$ cat config.mk
export PLATFORM = sky130hd
export DESIGN_NAME = mac_lane
export DESIGN_NICKNAME = d
export VERILOG_FILES = /design/src/rtl/mac_lane_pkg.sv /design/src/rtl/mac_lane_ctrl.sv /design/src/rtl/mac_lane_dp.sv /design/src/rtl/mac_lane.sv
export SDC_FILE = /design/constraint.sdc
export NUM_CORES = 1
export LEC_CHECK = 0
export ABC_AREA = 1
export BUFFER_PORTS_ARGS = -buffer_cell sky130_fd_sc_hd__buf_4
export CORE_MARGIN = 5
export CORE_UTILIZATION = 50
export CTS_CLUSTER_SIZE = 16
export DETAILED_ROUTE_END_ITERATION = 8
export PLACE_DENSITY = 0.8
export SLEW_MARGIN = 20
export SYNTH_ARGS = -nofsm -noshare
export SYNTH_HDL_FRONTEND = slang
export SYNTH_HIERARCHICAL = 1
export SYNTH_SLANG_ARGS = --single-unit
$ cat constraint.sdc
create_clock -name clk -period 8.8 [get_ports clk]
set_input_delay 1.76 -clock clk [delete_from_list [all_inputs] [get_ports clk]]
set_output_delay 1.76 -clock clk [all_outputs]
set_load 0.01 [all_outputs]
$ cat src/rtl/mac_lane_pkg.sv
package mac_lane_pkg;
  typedef enum logic [1:0] {
    OP_MAC = 2'd0,
    OP_SHR = 2'd1,
    OP_MIN = 2'd2,
    OP_MAX = 2'd3
  } laneOp_t;

  typedef struct packed {
    logic capture;  // operation accepted this cycle
    logic commit;   // write ALU result into accumulator
    logic clear;    // zero the accumulator
  } laneStrobe_t;
endpackage

$ cat src/rtl/mac_lane_ctrl.sv
module mac_lane_ctrl
  import mac_lane_pkg::*;
#(
  parameter int NPRED    = 8,
  parameter int WIDE_LAT = 3
) (
  input  logic                     clk,
  input  logic                     rst_n,
  input  logic                     accClear,
  input  logic                     opValid,
  input  logic                     opWide,
  input  logic [$clog2(NPRED)-1:0] predSel,
  input  logic                     predWrEn,
  input  logic [$clog2(NPRED)-1:0] predWrIdx,
  input  logic                     predWrVal,
  output logic                     busy,
  output laneStrobe_t              strobe
);
  localparam int CW = $clog2(WIDE_LAT);

  logic [NPRED-1:0] predReg;
  logic [CW-1:0]    cnt;
  logic             predHeld;
  logic             accept;
  logic             predNow;

  assign accept  = opValid && (cnt == '0);
  assign predNow = predReg[predSel];
  assign busy    = (cnt != '0);

  always_comb begin
    strobe.capture = accept;
    strobe.commit  = (accept && !opWide && predNow) || ((cnt == CW'(1)) && predHeld);
    strobe.clear   = accClear;
  end

  always_ff @(posedge clk) begin
    if (!rst_n) begin
      predReg  <= '1;
      cnt      <= '0;
      predHeld <= 1'b0;
    end else begin
      if (predWrEn) predReg[predWrIdx] <= predWrVal;
      if (accept && opWide) begin
        cnt      <= CW'(WIDE_LAT - 1);
        predHeld <= predNow;
      end else if (cnt != '0) begin
        cnt <= cnt - CW'(1);
      end
    end
  end

  // an accepted wide operation holds the lane busy
  assert_wide_busy_R6: assert property (@(posedge clk) disable iff (!rst_n)
    (strobe.capture && opWide) |=> busy);

  // predicate writes land in the addressed bit
  assert_pred_write_R8: assert property (@(posedge clk) disable iff (!rst_n)
    predWrEn |=> (predReg[$past(predWrIdx)] == $past(predWrVal)));

  // a commit outside acceptance only comes from an in-flight wide op
  assert_late_commit_R7: assert property (@(posedge clk) disable iff (!rst_n)
    (strobe.commit && !strobe.capture) |-> busy);
endmodule

$ cat src/rtl/mac_lane_dp.sv
module mac_lane_dp
  import mac_lane_pkg::*;
#(
  parameter int DATA_W = 16,
  parameter int ACC_W  = 32,
  parameter int NREG   = 4
) (
  input  logic                    clk,
  input  logic                    rst_n,
  input  laneStrobe_t             strobe,
  input  laneOp_t                 opCode,
  input  logic                    opWide,
  input  logic [$clog2(NREG)-1:0] srcA,
  input  logic [$clog2(NREG)-1:0] srcB,
  input  logic                    signA,
  input  logic                    signB,
  input  logic                    nbrInValid,
  input  logic [DATA_W-1:0]       nbrInData,
  input  logic [$clog2(NREG)-1:0] nbrIdx,
  output logic                    nbrOutValid,
  output logic [DATA_W-1:0]       nbrOutData,
  output logic [ACC_W-1:0]        acc
);
  localparam int NARROW_W = DATA_W / 2;
  localparam int OPD_W    = DATA_W + 1;
  localparam int PROD_W   = 2 * OPD_W;
  localparam int SUM_W    = PROD_W + 1;
  localparam int SH_W     = $clog2(ACC_W);
  localparam logic signed [SUM_W-1:0] SAT_HI = {{(SUM_W-ACC_W+1){1'b0}}, {(ACC_W-1){1'b1}}};
  localparam logic signed [SUM_W-1:0] SAT_LO = {{(SUM_W-ACC_W+1){1'b1}}, {(ACC_W-1){1'b0}}};

  function automatic logic signed [OPD_W-1:0] extendOp(input logic [DATA_W-1:0] raw,
                                                       input logic sgn, input logic wide);
    if (wide) return $signed({raw[DATA_W-1], raw});
    return $signed({{(OPD_W-NARROW_W){sgn & raw[NARROW_W-1]}}, raw[NARROW_W-1:0]});
  endfunction

  logic [DATA_W-1:0]        dataReg [NREG];
  logic signed [OPD_W-1:0]  liveA, liveB, heldA, heldB, opA, opB;
  logic [SH_W-1:0]          liveSh, heldSh, opSh;
  laneOp_t                  heldOp, curOp;
  logic signed [PROD_W-1:0] opAx, opBx, prod;
  logic signed [SUM_W-1:0]  sum;
  logic signed [ACC_W-1:0]  accS, aCmp, result;

  assign liveA  = extendOp(dataReg[srcA], signA, opWide);
  assign liveB  = extendOp(dataReg[srcB], signB, opWide);
  assign liveSh = dataReg[srcB][SH_W-1:0];

  // byte ops resolve in the accept cycle; wide ops use the captured copy
  assign opA   = strobe.capture ? liveA  : heldA;
  assign opB   = strobe.capture ? liveB  : heldB;
  assign opSh  = strobe.capture ? liveSh : heldSh;
  assign curOp = strobe.capture ? opCode : heldOp;

  assign accS = $signed(acc);
  assign opAx = PROD_W'(opA);
  assign opBx = PROD_W'(opB);
  assign prod = opAx * opBx;
  assign sum  = SUM_W'(accS) + SUM_W'(prod);
  assign aCmp = ACC_W'(opA);

  always_comb begin
    unique case (curOp)
      OP_MAC: begin
        if (sum > SAT_HI)      result = ACC_W'(SAT_HI);
        else if (sum < SAT_LO) result = ACC_W'(SAT_LO);
        else                   result = ACC_W'(sum);
      end
      OP_SHR:  result = accS >>> opSh;
      OP_MIN:  result = (aCmp < accS) ? aCmp : accS;
      default: result = (aCmp > accS) ? aCmp : accS;
    endcase
  end

  always_ff @(posedge clk) begin
    if (!rst_n) begin
      for (int i = 0; i < NREG; i++) dataReg[i] <= '0;
      nbrOutValid <= 1'b0;
      nbrOutData  <= '0;
      heldA  <= '0;
      heldB  <= '0;
      heldSh <= '0;
      heldOp <= OP_MAC;
      acc    <= '0;
    end else begin
      nbrOutValid <= nbrInValid;
      if (nbrInValid) begin
        dataReg[nbrIdx] <= nbrInData;
        nbrOutData      <= dataReg[nbrIdx];
      end
      if (strobe.capture) begin
        heldA  <= liveA;
        heldB  <= liveB;
        heldSh <= liveSh;
        heldOp <= opCode;
      end
      if (strobe.clear)       acc <= '0;
      else if (strobe.commit) acc <= result;
    end
  end

  // clear wins and leaves zero
  assert_clear_zero_R10: assert property (@(posedge clk) disable iff (!rst_n)
    strobe.clear |=> (acc == '0));

  // without a commit or clear the accumulator holds
  assert_acc_hold_R8: assert property (@(posedge clk) disable iff (!rst_n)
    (!strobe.commit && !strobe.clear) |=> $stable(acc));

  // adding a non-negative product to a non-negative sum never turns negative
  assert_no_wrap_pos_R9: assert property (@(posedge clk) disable iff (!rst_n)
    (strobe.commit && !strobe.clear && curOp == OP_MAC && !acc[ACC_W-1] && !prod[PROD_W-1])
    |=> !acc[ACC_W-1]);

  // adding a negative product to a negative sum never turns positive
  assert_no_wrap_neg_R9: assert property (@(posedge clk) disable iff (!rst_n)
    (strobe.commit && !strobe.clear && curOp == OP_MAC && acc[ACC_W-1] && prod[PROD_W-1])
    |=> acc[ACC_W-1]);

  // the arriving word lands in the addressed register
  assert_nbr_write_R2: assert property (@(posedge clk) disable iff (!rst_n)
    nbrInValid |=> (dataReg[$past(nbrIdx)] == $past(nbrInData)));
endmodule

$ cat src/rtl/mac_lane.sv
module mac_lane
  import mac_lane_pkg::*;
#(
  parameter int DATA_W   = 16,
  parameter int ACC_W    = 32,
  parameter int NREG     = 4,
  parameter int NPRED    = 8,
  parameter int WIDE_LAT = 3
) (
  input  logic                     clk,
  input  logic                     rst_n,
  input  logic                     accClear,
  input  logic                     opValid,
  input  logic [1:0]               opCode,
  input  logic                     opWide,
  input  logic [$clog2(NREG)-1:0]  srcA,
  input  logic [$clog2(NREG)-1:0]  srcB,
  input  logic                     signA,
  input  logic                     signB,
  input  logic [$clog2(NPRED)-1:0] predSel,
  input  logic                     predWrEn,
  input  logic [$clog2(NPRED)-1:0] predWrIdx,
  input  logic                     predWrVal,
  input  logic                     nbrInValid,
  input  logic [DATA_W-1:0]        nbrInData,
  input  logic [$clog2(NREG)-1:0]  nbrIdx,
  output logic                     nbrOutValid,
  output logic [DATA_W-1:0]        nbrOutData,
  output logic                     busy,
  output logic [ACC_W-1:0]         acc
);
  laneStrobe_t strobe;

  mac_lane_ctrl #(.NPRED(NPRED), .WIDE_LAT(WIDE_LAT)) ctrl_i (
    .clk(clk), .rst_n(rst_n), .accClear(accClear), .opValid(opValid), .opWide(opWide),
    .predSel(predSel), .predWrEn(predWrEn), .predWrIdx(predWrIdx), .predWrVal(predWrVal),
    .busy(busy), .strobe(strobe)
  );

  mac_lane_dp #(.DATA_W(DATA_W), .ACC_W(ACC_W), .NREG(NREG)) dp_i (
    .clk(clk), .rst_n(rst_n), .strobe(strobe), .opCode(laneOp_t'(opCode)), .opWide(opWide),
    .srcA(srcA), .srcB(srcB), .signA(signA), .signB(signB),
    .nbrInValid(nbrInValid), .nbrInData(nbrInData), .nbrIdx(nbrIdx),
    .nbrOutValid(nbrOutValid), .nbrOutData(nbrOutData), .acc(acc)
  );
endmodule

# Word-level counts from Yosys, hierarchy flattened
# Memory sizes are Yosys's and may differ from the RTL's. A register that Yosys moved wholly into a read port is not among the register bits.
# Index checks and enable logic that the tools add are counted.
[classes] add_sub_neg=2 n_mul=1 order_cmp=7 eq_ne=4 shift=1 n_mux=28 bitwise_logic=3 reduce_logical=18
[ops] operator="$mux 32" n=4
[ops] operator="$mux 17" n=6
[ops] operator="$pmux 32 s3" n=1
[ops] operator="$add 32x34->35" n=1
[ops] operator="$gt 35x32->1 const B" n=1
[ops] operator="$lt 35x32->1 const B" n=1
[ops] operator="$mul 17x17->34" n=1
[ops] operator="$gt 17x32->1" n=1
[ops] operator="$lt 17x32->1" n=1
[ops] operator="$sshr 32x5->32" n=1
[ops] operator="$mux 16" n=1
[ops] operator="$reduce_or 16->1" n=1
[ops] operator="$bwmux 8" n=1
[ops] operator="$lt 3x4->1 const B" n=2
[ops] operator="$mux 1" n=8
[ops] operator="$mux 2" n=4
[ops] operator="$logic_and 1x1->1" n=6
[ops] operator="$mux 5" n=1
[ops] operator="$eq 2x1->1 const B" n=2
[ops] operator="$logic_not 2->1" n=2
[ops] operator="$reduce_bool 2->1" n=2
[ops] operator="$reduce_bool 4->1" n=1
[ops] operator="$reduce_or 2->1" n=2
[ops] operator="$bmux 1 s3" n=1
[ops] operator="other kinds (10)" n=12
[totals] ff_bits=85 ram_bits=64 input_bits=40 out_inout_bits=50 n_memories=1
[mem_list] memory="dp_i.dataReg" depth=4 word_bits=16 read_ports=3 rd_clocked_by_memory_dff=1 wr=4 line="mac_lane_dp.sv:38" rtl="logic [DATA_W-1:0] dataReg [NREG];"

# Longest topological paths before layout
# Gate-level depths: netlist (run 1).
# An unclocked memory read counts as a cell.
[depth] ltp_word=10 depth_mapped=44 ltp_nobuf=40

# Hierarchy
# The synthesis (run 1) kept the hierarchy.
[modules_own_cells] module="mac_lane_dp" n_inst=1 cells_per_inst=3083 area_per_inst_um2=22994.6
[modules_own_cells] module="mac_lane_ctrl" n_inst=1 cells_per_inst=99 area_per_inst_um2=620.6

# Least setup slack after synthesis (run 1)
# OpenSTA, ideal clock, no wires.
[synth_path] path_type="input -> register" start="in opValid" end="reg dp_i.acc[4]" setup_time_ns=0.117 arrival_ns=8.650 required_time_ns=8.683 slack_ns=0.033 path_stages=37 path_buffers=5 path_cell_list="nand3_1 > inv_1 > buf_4 > buf_4 > buf_4 > buf_2 > o21ai_2 > clkinv_1 > nor2_1 > inv_1 > fa_1 > fa_1 > inv_1 > ha_1 > inv_1 > fa_1 > inv_1 > fa_1 > inv_1 > fa_1 > inv_1 > ha_1 > nand2_1 > inv_1 > a21oi_1 > nand2_1 > a21oi_1 > nand2_1 > nand2_1 > nand2_1 > nand3_2 > nand2_4 > nand2_4 > buf_6 > nor2_1 > nor3_1 > nor2_1"
[synth_between] elab_chain_cells=8 word_cells_on_any_way=26
[synth_lines] item="start: declaration" line="mac_lane.sv:13" rtl="input logic opValid,"
[synth_lines] item="$logic_and 1x1->1 (*)" line="mac_lane_ctrl.sv:27" rtl="assign accept = opValid && (cnt == '0);"
[synth_lines] item="named net ctrl_i.accept" line="mac_lane_ctrl.sv:24" rtl="logic accept;"
[synth_lines] item="$mux 17"
[synth_lines] item="$mul 17x17->34" line="mac_lane_dp.sv:59" rtl="assign prod = opAx * opBx;"
[synth_lines] item="$add 32x34->35" line="mac_lane_dp.sv:60" rtl="assign sum = SUM_W'(accS) + SUM_W'(prod);"
[synth_lines] item="$lt 35x32->1" line="mac_lane_dp.sv:67" rtl="else if (sum < SAT_LO) result = ACC_W'(SAT_LO);"
[synth_lines] item="$mux 32" line="mac_lane_dp.sv:67"
[synth_lines] item="$mux 32" line="mac_lane_dp.sv:66" rtl="if (sum > SAT_HI) result = ACC_W'(SAT_HI);"
[synth_lines] item="$pmux 32 s3" line="mac_lane_dp.sv:64" rtl="unique case (curOp)"
[synth_lines] item="end signal: assignment" line="mac_lane_dp.sv:99" rtl="else if (strobe.commit) acc <= result;"
[synth_lines] item="end: declaration" line="mac_lane_dp.sv:22" rtl="output logic [ACC_W-1:0] acc"
# Mark *: on every way through the listed nets, which the timed path passes. The rest lies on a longest branch. The select of a mux whose other input is x is not followed.
# A chain may end at the register's enable or synchronous reset.

# Worst setup path after layout (run 1)
[layout_path] start="in srcA[0]" end="reg dp_i.acc[0]"
[layout_between] elab_chain_cells=10 word_cells_on_any_way=19
[layout_lines] item="start: declaration" line="mac_lane.sv:16" rtl="input logic [$clog2(NREG)-1:0] srcA,"
[layout_lines] item="$mem_v2 4x16 (*)"
[layout_lines] item="$mux 17 or $and 1x1->1 (tied branches)" line="mac_lane_dp.sv:34, mac_lane_dp.sv:35"
[layout_lines] item="$mux 17 (*)" line="mac_lane_dp.sv:35" rtl="return $signed({{(OPD_W-NARROW_W){sgn & raw[NARROW_W-1]}}, raw[NARROW_W-1:0]});"
[layout_lines] item="$mux 17 (*)"
[layout_lines] item="$mul 17x17->34" line="mac_lane_dp.sv:59"
[layout_lines] item="$add 32x34->35" line="mac_lane_dp.sv:60"
[layout_lines] item="$lt 35x32->1" line="mac_lane_dp.sv:67"
[layout_lines] item="$mux 32" line="mac_lane_dp.sv:67"
[layout_lines] item="$mux 32" line="mac_lane_dp.sv:66"
[layout_lines] item="$pmux 32 s3" line="mac_lane_dp.sv:64"
# Every way passes the cells marked *; elsewhere a longest branch is shown, timed or not. The select of a mux whose other input is x is not followed.

==> impl_summary.md, run 1 <==
Clock network
Hold repair after CTS inserted 0 buffers. The tree is rooted in a clkbuf_16. After clock tree synthesis, the clock-pin slew on the worst setup and hold paths is 0.08 ns. The clock tree from TritonCTS is yes.

The number of clock sinks seen by CTS is 165. The number of buffers created by CTS is 17. The number of H-tree levels is 4. For the worst-skew pair, the clock arrives at the later sink with an insertion delay of 0.45 ns. The buffer depth of the longest clock path is 2.

Setup path
Data on the critical path is required at its endpoint by 9.14 ns. The register-to-register path setup slack is roughly 1.5 ns. The worst register-to-register path ends at dp_i/acc[0].

The worst setup path is captured at a flip-flop. The source of the worst register-to-register timing path is ctrl_i/cnt[0]. Among the stages of the critical path, the cell type that occurs most often is fa_1.

The highest cell delay on the worst timing path is approximately 0.53 ns. Measured in cells, the most critical reg-to-reg path has a length of 32. The worst setup path is launched from an input port. Along the worst path, the maximum fanout reaches 14. The critical path in this run is classified as input port to flip-flop. The highest-delay cell along the critical path is fa_1. The worst setup path startpoint is srcA[0]. The most critical setup path has its endpoint at dp_i/acc[0]. Data on the critical path arrives at its endpoint at 8.69 ns.

Placement
Buffers placed on the I/O ports in this run total ~90. Detailed placement finished with a half-perimeter wire length of 59.1 mm. At the end of routability-driven placement, the weighted congestion stood at just under 1.

Once placement finished, the instance area stood at 0.0259 mm². Including well taps, the total number of placed cells is 3942.

Run
The number of maximum-capacitance constraint violations is 0.

Finish
At the end of the flow the core is filled with cells to between 50% and 60%. The design area is 0.0267 mm². The number of non-filler instances in the completed layout is 3982.

The area growth from synthesis to layout is 12.9%. The final-stage net count is a little under 4000. 0 antenna diodes ended up in the layout. Cells with a size suffix above 1 make up 11.8% of the layout. The filler cells instantiated in the layout total around 4200.

Die
In this run the horizontal extent of the chip is 227 µm. The die covers 0.0517 mm². In this run the count of I/O pins placed on the die edge is 90.

The placeable core area is around 0.047 mm². The initial standard-cell utilization of the core is 50.6%. The die height is roughly 230 µm. Row generation in the floorplan step produced 79 rows.

Route
Once detail routing completed, the nets flagged for antenna violations numbered 0. After detailed routing, the number of vias per cell comes to about 5.5. For this block, the initial DRC count from the detailed router was 2392.

After detailed routing, the number of remaining DRC violations is 0. In the final routed layout, each cell accounts on average for around 18 µm. The routed design has 72.6 mm of wire. The routed layout has 21895 vias. The detailed-router iteration count before antenna repair is 6.

Global route
The first global-routing pass estimated between 100 and 150 mm of wire. The global-route congestion overflow total is 0. Global routing used 4.35% of the available met3 tracks. In the global route stage, overall resource usage came out at 28.8%.

The met1 layer usage reported by global route is 38.6%. The number of global-route vias before repair was around 22000. Entering global routing, the biggest net connects 52 pins. The global routing stage identified its most utilized layer as met2.

The number of antenna violations at the first check in global routing is 0. For met2 alone, demand over resource in global routing was between 40% and 50%.

Yosys
The sequential cell area fraction in the yosys report is 16.7%. The number of enable-type register cells in the synthesized netlist is 64. The area share of the largest cell type after synthesis is between 20 and 30%. Of all cell types, the one taking the most synthesized area is fa_1.

Synthesis instantiated 45 different standard cells from the library. The count of warnings emitted by yosys is 6. Counting every net in the synthesized netlist gives roughly 3700. After synthesis, the mean cell area works out to approximately 7.4 µm². The number of register bits inferred by synthesis is 165. inv_1 is the most common cell in the netlist. The cell area after synthesis is 0.0236 mm². By area the synthesized netlist is led by fa_1, inv_1, nand2_1. In the synthesized netlist the async set-or-reset flop fraction comes to 0%. For this run, the leading register cell type out of synthesis is dfxtp_1.

Counting instances in the post-synthesis netlist gives the leading cell types as inv_1, nand2_1, nor2_1. In the synthesized netlist, the number of instances is 3182.

Timing
The setup clock skew after layout is 0.0195 ns. The hold violation count in the final report is 0. Setup total negative slack on the finished layout was measured at 0 ns. The final cycle utilization of the critical path is between 90% and 100%. The clock period could shrink to 8.35 ns.

The number of max-slew violations in the final report was 0. Setup repair after global routing left no endpoint under its margin. The slew at the pin with the worst max-slew slack is 0.991 ns. The highest attainable clock frequency is approximately 0.12 GHz. Setup violations remaining at the end of the flow were counted as 0. Measured against its own limit, the worst slew margin works out to 33.9%.

Status
The run finished with clean final reports.

Min path
The startpoint of the most critical hold path is ctrl_i/cnt[0]. The tightest min-delay check is of the flip-flop to flip-flop type.
[final cells by class]
class / count / area, µm² / share of cell area (%)
clock inverters: 15 / 214 / 0.803
inverters: 684 / 2580 / 9.68
clock buffers: 17 / 425 / 1.60
repair buffers: 287 / 2250 / 8.46
repair inverters: 1 / 7.51 / 0.0282
well taps: 607 / 759 / 2.85
multi-input cells: 2206 / 16500 / 61.8
flip-flops and latches: 165 / 3940 / 14.8
[kinds of logic (layout without fill, tap and decap cells)]
| logic type | count (synthesis) | in the layout | share of synthesized area [%] |
|---|---|---|---|
| AND/OR/NAND/NOR | 1328 | 1328 | 23.7 |
| buffers and inverters | 811 | 1004 | 13.6 |
| adder cells (fa/ha/maj) | 480 | 480 | 36.4 |
| AO/OA/AOI/OAI | 366 | 366 | 8.48 |
| flip-flops | 165 | 165 | 16.7 |
| XOR/XNOR | 32 | 32 | 1.19 |
[through the flow]
| stage | setup WS, ns | hold slack [ns] |
|---|---|---|
| floorplan | 0.0331 | 0.425 |
| global placement | 0.0581 | 0.438 |
| detailed placement | 0.0212 | 0.443 |
| CTS | 0.438 | 0.459 |
| global route | 0.00221 | 0.489 |
| finish | 0.453 | 0.455 |
[critical path, delay by kind of cell]
| kind | cells | cell delay, ns |
|---|---|---|
| AND/OR/NAND/NOR | 12 | 1.21 |
| adder cells (fa/ha/maj) | 7 | 3.26 |
| buffers and inverters | 10 | 1.31 |
| AO/OA/AOI/OAI | 6 | 1.10 |
[sequential cells by signal (all words and copies together) (netlist names)]
| name | count |
|---|---|
| dp_i/nbrOutValid | 1 |
| dp_i/heldOp | 2 |
| ctrl_i/predHeld | 1 |
| ctrl_i/predReg | 8 |
| dp_i/acc | 32 |
| dp_i/heldB | 17 |
| dp_i/dataReg | 64 |
| ctrl_i/cnt | 2 |
| dp_i/heldSh | 5 |
| dp_i/heldA | 17 |
| dp_i/nbrOutData | 16 |
[cell usage in the layout (no fill, tap or decap), types with 5 or more instances in the layout]
master	synthesis	layout
nand3_2	9	9
o21ai_0	150	136
nand2_4	5	5
o31ai_1	5	5
nand2_1	569	569
nor2_1	396	394
clkbuf_16	0	17
nor2_2	5	6
xor2_1	19	19
fa_1	344	343
a21oi_1	141	141
dfxtp_1	101	101
nand4_1	5	5
clkinv_1	11	9
inv_1	655	651
ha_1	136	136
a32o_1	11	11
inv_2	17	20
o21ai_1	28	42
nand2_2	11	11
edfxtp_1	64	64
o21ai_2	9	9
clkinv_8	0	6
buf_4	21	279
buf_12	0	8
nand3_1	311	311
xnor2_1	13	13
[how the worst min path moves through the flow]
stage                               to  slack, ns  depth (start not counted)
global route        dp_i/nbrOutData[6]       0.49                          2
CTS                      ctrl_i/cnt[0]       0.46                          1
floorplan                ctrl_i/cnt[0]       0.43                          1
global placement     ctrl_i/predReg[1]       0.44                          2
finish                   ctrl_i/cnt[0]       0.45                          1
detailed placement   ctrl_i/predReg[2]       0.44                          2
[what timing repair did]
item                       4_1_cts  5_1_grt
gates resized for setup          0       15
setup buffers                    0        7
setup endpoints to repair        0       28
[per-layer routing]
metal	up-vias	part of all wire, %
li1	10107	-
met1	10351	39
met2	1226	47
met3	211	9.5
met4	0	4.5
met5	-	0
Power of run 1 is not shown: default switching activity piles up to over one toggle a cycle in this logic, so the estimate is an artifact.
==> run 2: changes to the inputs <==
Settings changed: ABC_AREA 1 to not set, CTS_BUF_LIST set to sky130_fd_sc_hd__clkbuf_2 sky130_fd_sc_hd__clkbuf_4 sky130_fd_sc_hd__clkbuf_8.
==> run 2 against run 1 <==
The flow now finishes with violations (negative setup slack). Flip-flop and latch count did not move. Via count fell by 5.7%. Core utilization rose by 4.8 points. Final area rose by 7.4%. Register-to-register slack got worse by 0.68 ns. Maximum frequency fell by 6.3%. Critical path depth fell by 4. Die area fell by 1.7%. Count of clock-buffer cells in the layout did not move. Worst hold slack improved by 0.038 ns. Setup slack got worse by 0.56 ns. Critical endpoint is now dp_i/acc[23].
==> impl_summary.md, run 2 <==
Yosys
The area share of the largest cell type after synthesis is 29.7%. The number of register bits inferred by synthesis is 165. The mapped netlist covers between 0.02 and 0.025 mm².

Summing the sequential cell areas from Yosys gives approximately 17% of the chip area. The number of nets in the synthesized netlist is 3040. The per-instance average area after synthesis is 9.20 µm².

By area the synthesized netlist is led by fa_1, dfxtp_1, edfxtp_1. Yosys mapped a number of flops with a built-in enable equal to 64. fa_1 takes more of the synthesized area than any other cell.

The most used flip-flop cell after synthesis is dfxtp_1. Ranked by instance count, the synthesized netlist is headed by inv_1, fa_1, nand2_1. During synthesis, Yosys emitted a total of 6 warnings. The most common cell in the netlist is inv_1. The number of distinct library cells after synthesis is 79. The cell count after synthesis is between 2000 and 3000. Counting flops with an async set or reset pin after synthesis yields a share of 0%.

Finish
0 antenna diodes ended up in the layout. The sequential cell area is 0.00394 mm². The area growth from synthesis to layout is 23.5%. The register with the most flip-flops in the layout has 64 of them. In the final layout, the registers with the most flip-flops are dp_i/dataReg x64, dp_i/acc x32. The register containing the most flip-flops in the final layout is dp_i/dataReg.

The final-stage net count is roughly 3400. The filler cells instantiated in the layout total 3553. In the layout the commonest cells are inv_1, buf_4, fa_1. The most common cell after layout, fill and taps aside is inv_1. The fraction of layout instances using a drive strength above 1 is 25.8%. The multi-input combinational cells in the finished layout cover a total of 0.0178 mm².

Clock network
In this run, CTS created clock tree buffers numbering 17. Clock-pin slew was measured on the worst setup and hold paths at 0.10 ns. The clock network latency to the later pin of the worst-skew pair is 0.51 ns.

Counting along the longest clock path gives a buffer depth of 2. The root buffer cell chosen for the clock tree is clkbuf_8. Clock tree synthesis found a total of 165 sinks. The number of H-tree levels is 4.

TritonCTS built the clock tree. The number of hold buffers added after CTS was 0.

Route
In this run the remaining antenna-violating nets after routing total 0. The first TritonRoute pass finished after 8 iterations. The number of DRC violations after detailed routing is 0.

The final wirelength is between 70 and 80 mm. The detailed-route via count is 20652. After detailed routing, the average wire length per cell comes to between 20 and 25 µm. The first routing iteration left 2010 violations. The via-per-instance ratio is 5.89.

Placement
Routability-driven placement finished with a final weighted congestion of 0.968. The count of port buffers added during placement is 89. Detailed placement finished with a half-perimeter wire length of 60.5 mm.

Global route
The number of antenna violations at the first check in global routing is 0. The number of global-route vias before repair was about 22000. The largest net degree at the start of global routing is 56.

The global-route wire length before repair is 116 mm. Across every metal layer, demand over resource in global routing totals between 20% and 30%. The global-route congestion overflow total is 0.

Timing
The number of setup violations in the final report is 21. In this run the tightest slew margin relative to its limit is between 20% and 30%. The highest attainable clock frequency is between 0.1 and 0.15 GHz.

The hold violation count in the final report was 0. The smallest setup slack after layout is -0.108 ns. The shortest clock period the worst path allows after layout is 8.91 ns. The slew at the pin with the worst max-slew slack is 1.08 ns. The number of max-slew violations in the final report is 0. Hold timing on the final database bottoms out at a slack of 0.493 ns. The setup clock skew after layout is 0.0202 ns. The final cycle utilization of the critical path is 101%. Setup repair after global routing could not meet its margin everywhere.

Die
For this configuration, the core starts out at a cell density of about half. The die area is between 0.05 and 0.06 mm². After floorplanning, the core was divided into just under 80 placement rows. The core region is 0.0463 mm².

The floorplan die width is around 230 µm. In this run the vertical extent of the chip is 225 µm. In this run the count of I/O pins placed on the die edge is 90.

Min path
The tightest min-delay check is of the flip-flop to flip-flop type.

Setup path
Together, buffers and inverters on the worst path number 10. The highest-delay cell along the critical path is fa_1. The element type at the critical path end is a flip-flop. The largest single stage delay on the critical path is slightly below 0.6 ns.

The critical path data arrival time is 9.26 ns. The endpoint required time on the critical path is 9.15 ns. The startpoint class of the critical path is an input port. The maximum net fanout on the critical path is 6.

The cell seen most often among critical-path stages is fa_1. The worst setup path category is input port to flip-flop. The cell type group with the largest total delay on the critical path is adder cells.

Status
The run finished, with violations left. The checks that failed: negative setup slack.

Run
The tool flagged a number of max-cap violations equal to 0.
==> run 2: tightest hold or removal path, stage by stage (launching register included) <==
cell,delay [ns]
dfxtp_1,0.34
mux2i_1,0.07
nand2_1,0.06
==> run 2: layer usage <==
| metal | part of all wire (%) | track usage [%] | wire length, µm |
|---|---|---|---|
| met1 | 36 | 35.4 | 27300 |
| met2 | 49 | 50.0 | 37500 |
| met3 | 8.8 | 5.17 | 6640 |
| met4 | 5.7 | 13.7 | 4320 |
| met5 | 0 | 0 | 0 |
==> run 2: cell type report <==
type                       instances  area share, %
clock buffer                      17          0.817
timing repair buffer             467           13.3
inverter                         498           6.64
clock inverter                    15          0.550
multi-input combinational       1737           62.2
tap                              607           2.65
sequential                       165           13.8
==> run 2: cell families after synthesis <==
logic type / synth area share (%)
buf+inv: 10.2
compound gates: 10.4
flops: 17.0
xor+xnor: 1.25
mux: 9.98
fa+ha+maj: 37.0
simple gates: 14.1
==> run 2: final timing paths <==
check	slack, ns	from	depth (start not counted)	end
setup reg to reg	0.81	dp_i/dataReg[3][7]	30	dp_i/acc[23]
hold reg to reg	0.49	ctrl_i/predReg[4]	2	ctrl_i/predReg[4]
setup / recovery	-0.11	srcA[0]	31	dp_i/acc[23]
hold / removal	0.49	ctrl_i/predReg[4]	2	ctrl_i/predReg[4]
==> run 2: per-stage QoR <==
| step | TNS [ns] | area [µm²] | utilization [%] | cells | worst slack (ns) |
|---|---|---|---|---|---|
| after floorplan | -6.84 | 23500 | - | 2520 | -0.306 |
| after global placement | -17.10 | 26900 | 58.2 | 3421 | -0.669 |
| after detailed placement | -20.51 | 26900 | 58.2 | 3421 | -0.808 |
| after CTS | 0 | 27400 | 59.2 | 3457 | 0.00309 |
| after global routing | -6.18 | 28600 | 61.9 | 3506 | -0.316 |
| final | -1.03 | 28600 | 61.9 | 3506 | -0.108 |
==> run 2: repair_timing <==
item | in CTS | in global routing
resized for setup | 18 | 187
buffers inserted | 4 | 49
pin swaps | 4 | 103
cloned | 0 | 2
setup endpoints to repair | 31 | 31
Power of run 2 is left out for the same reason.
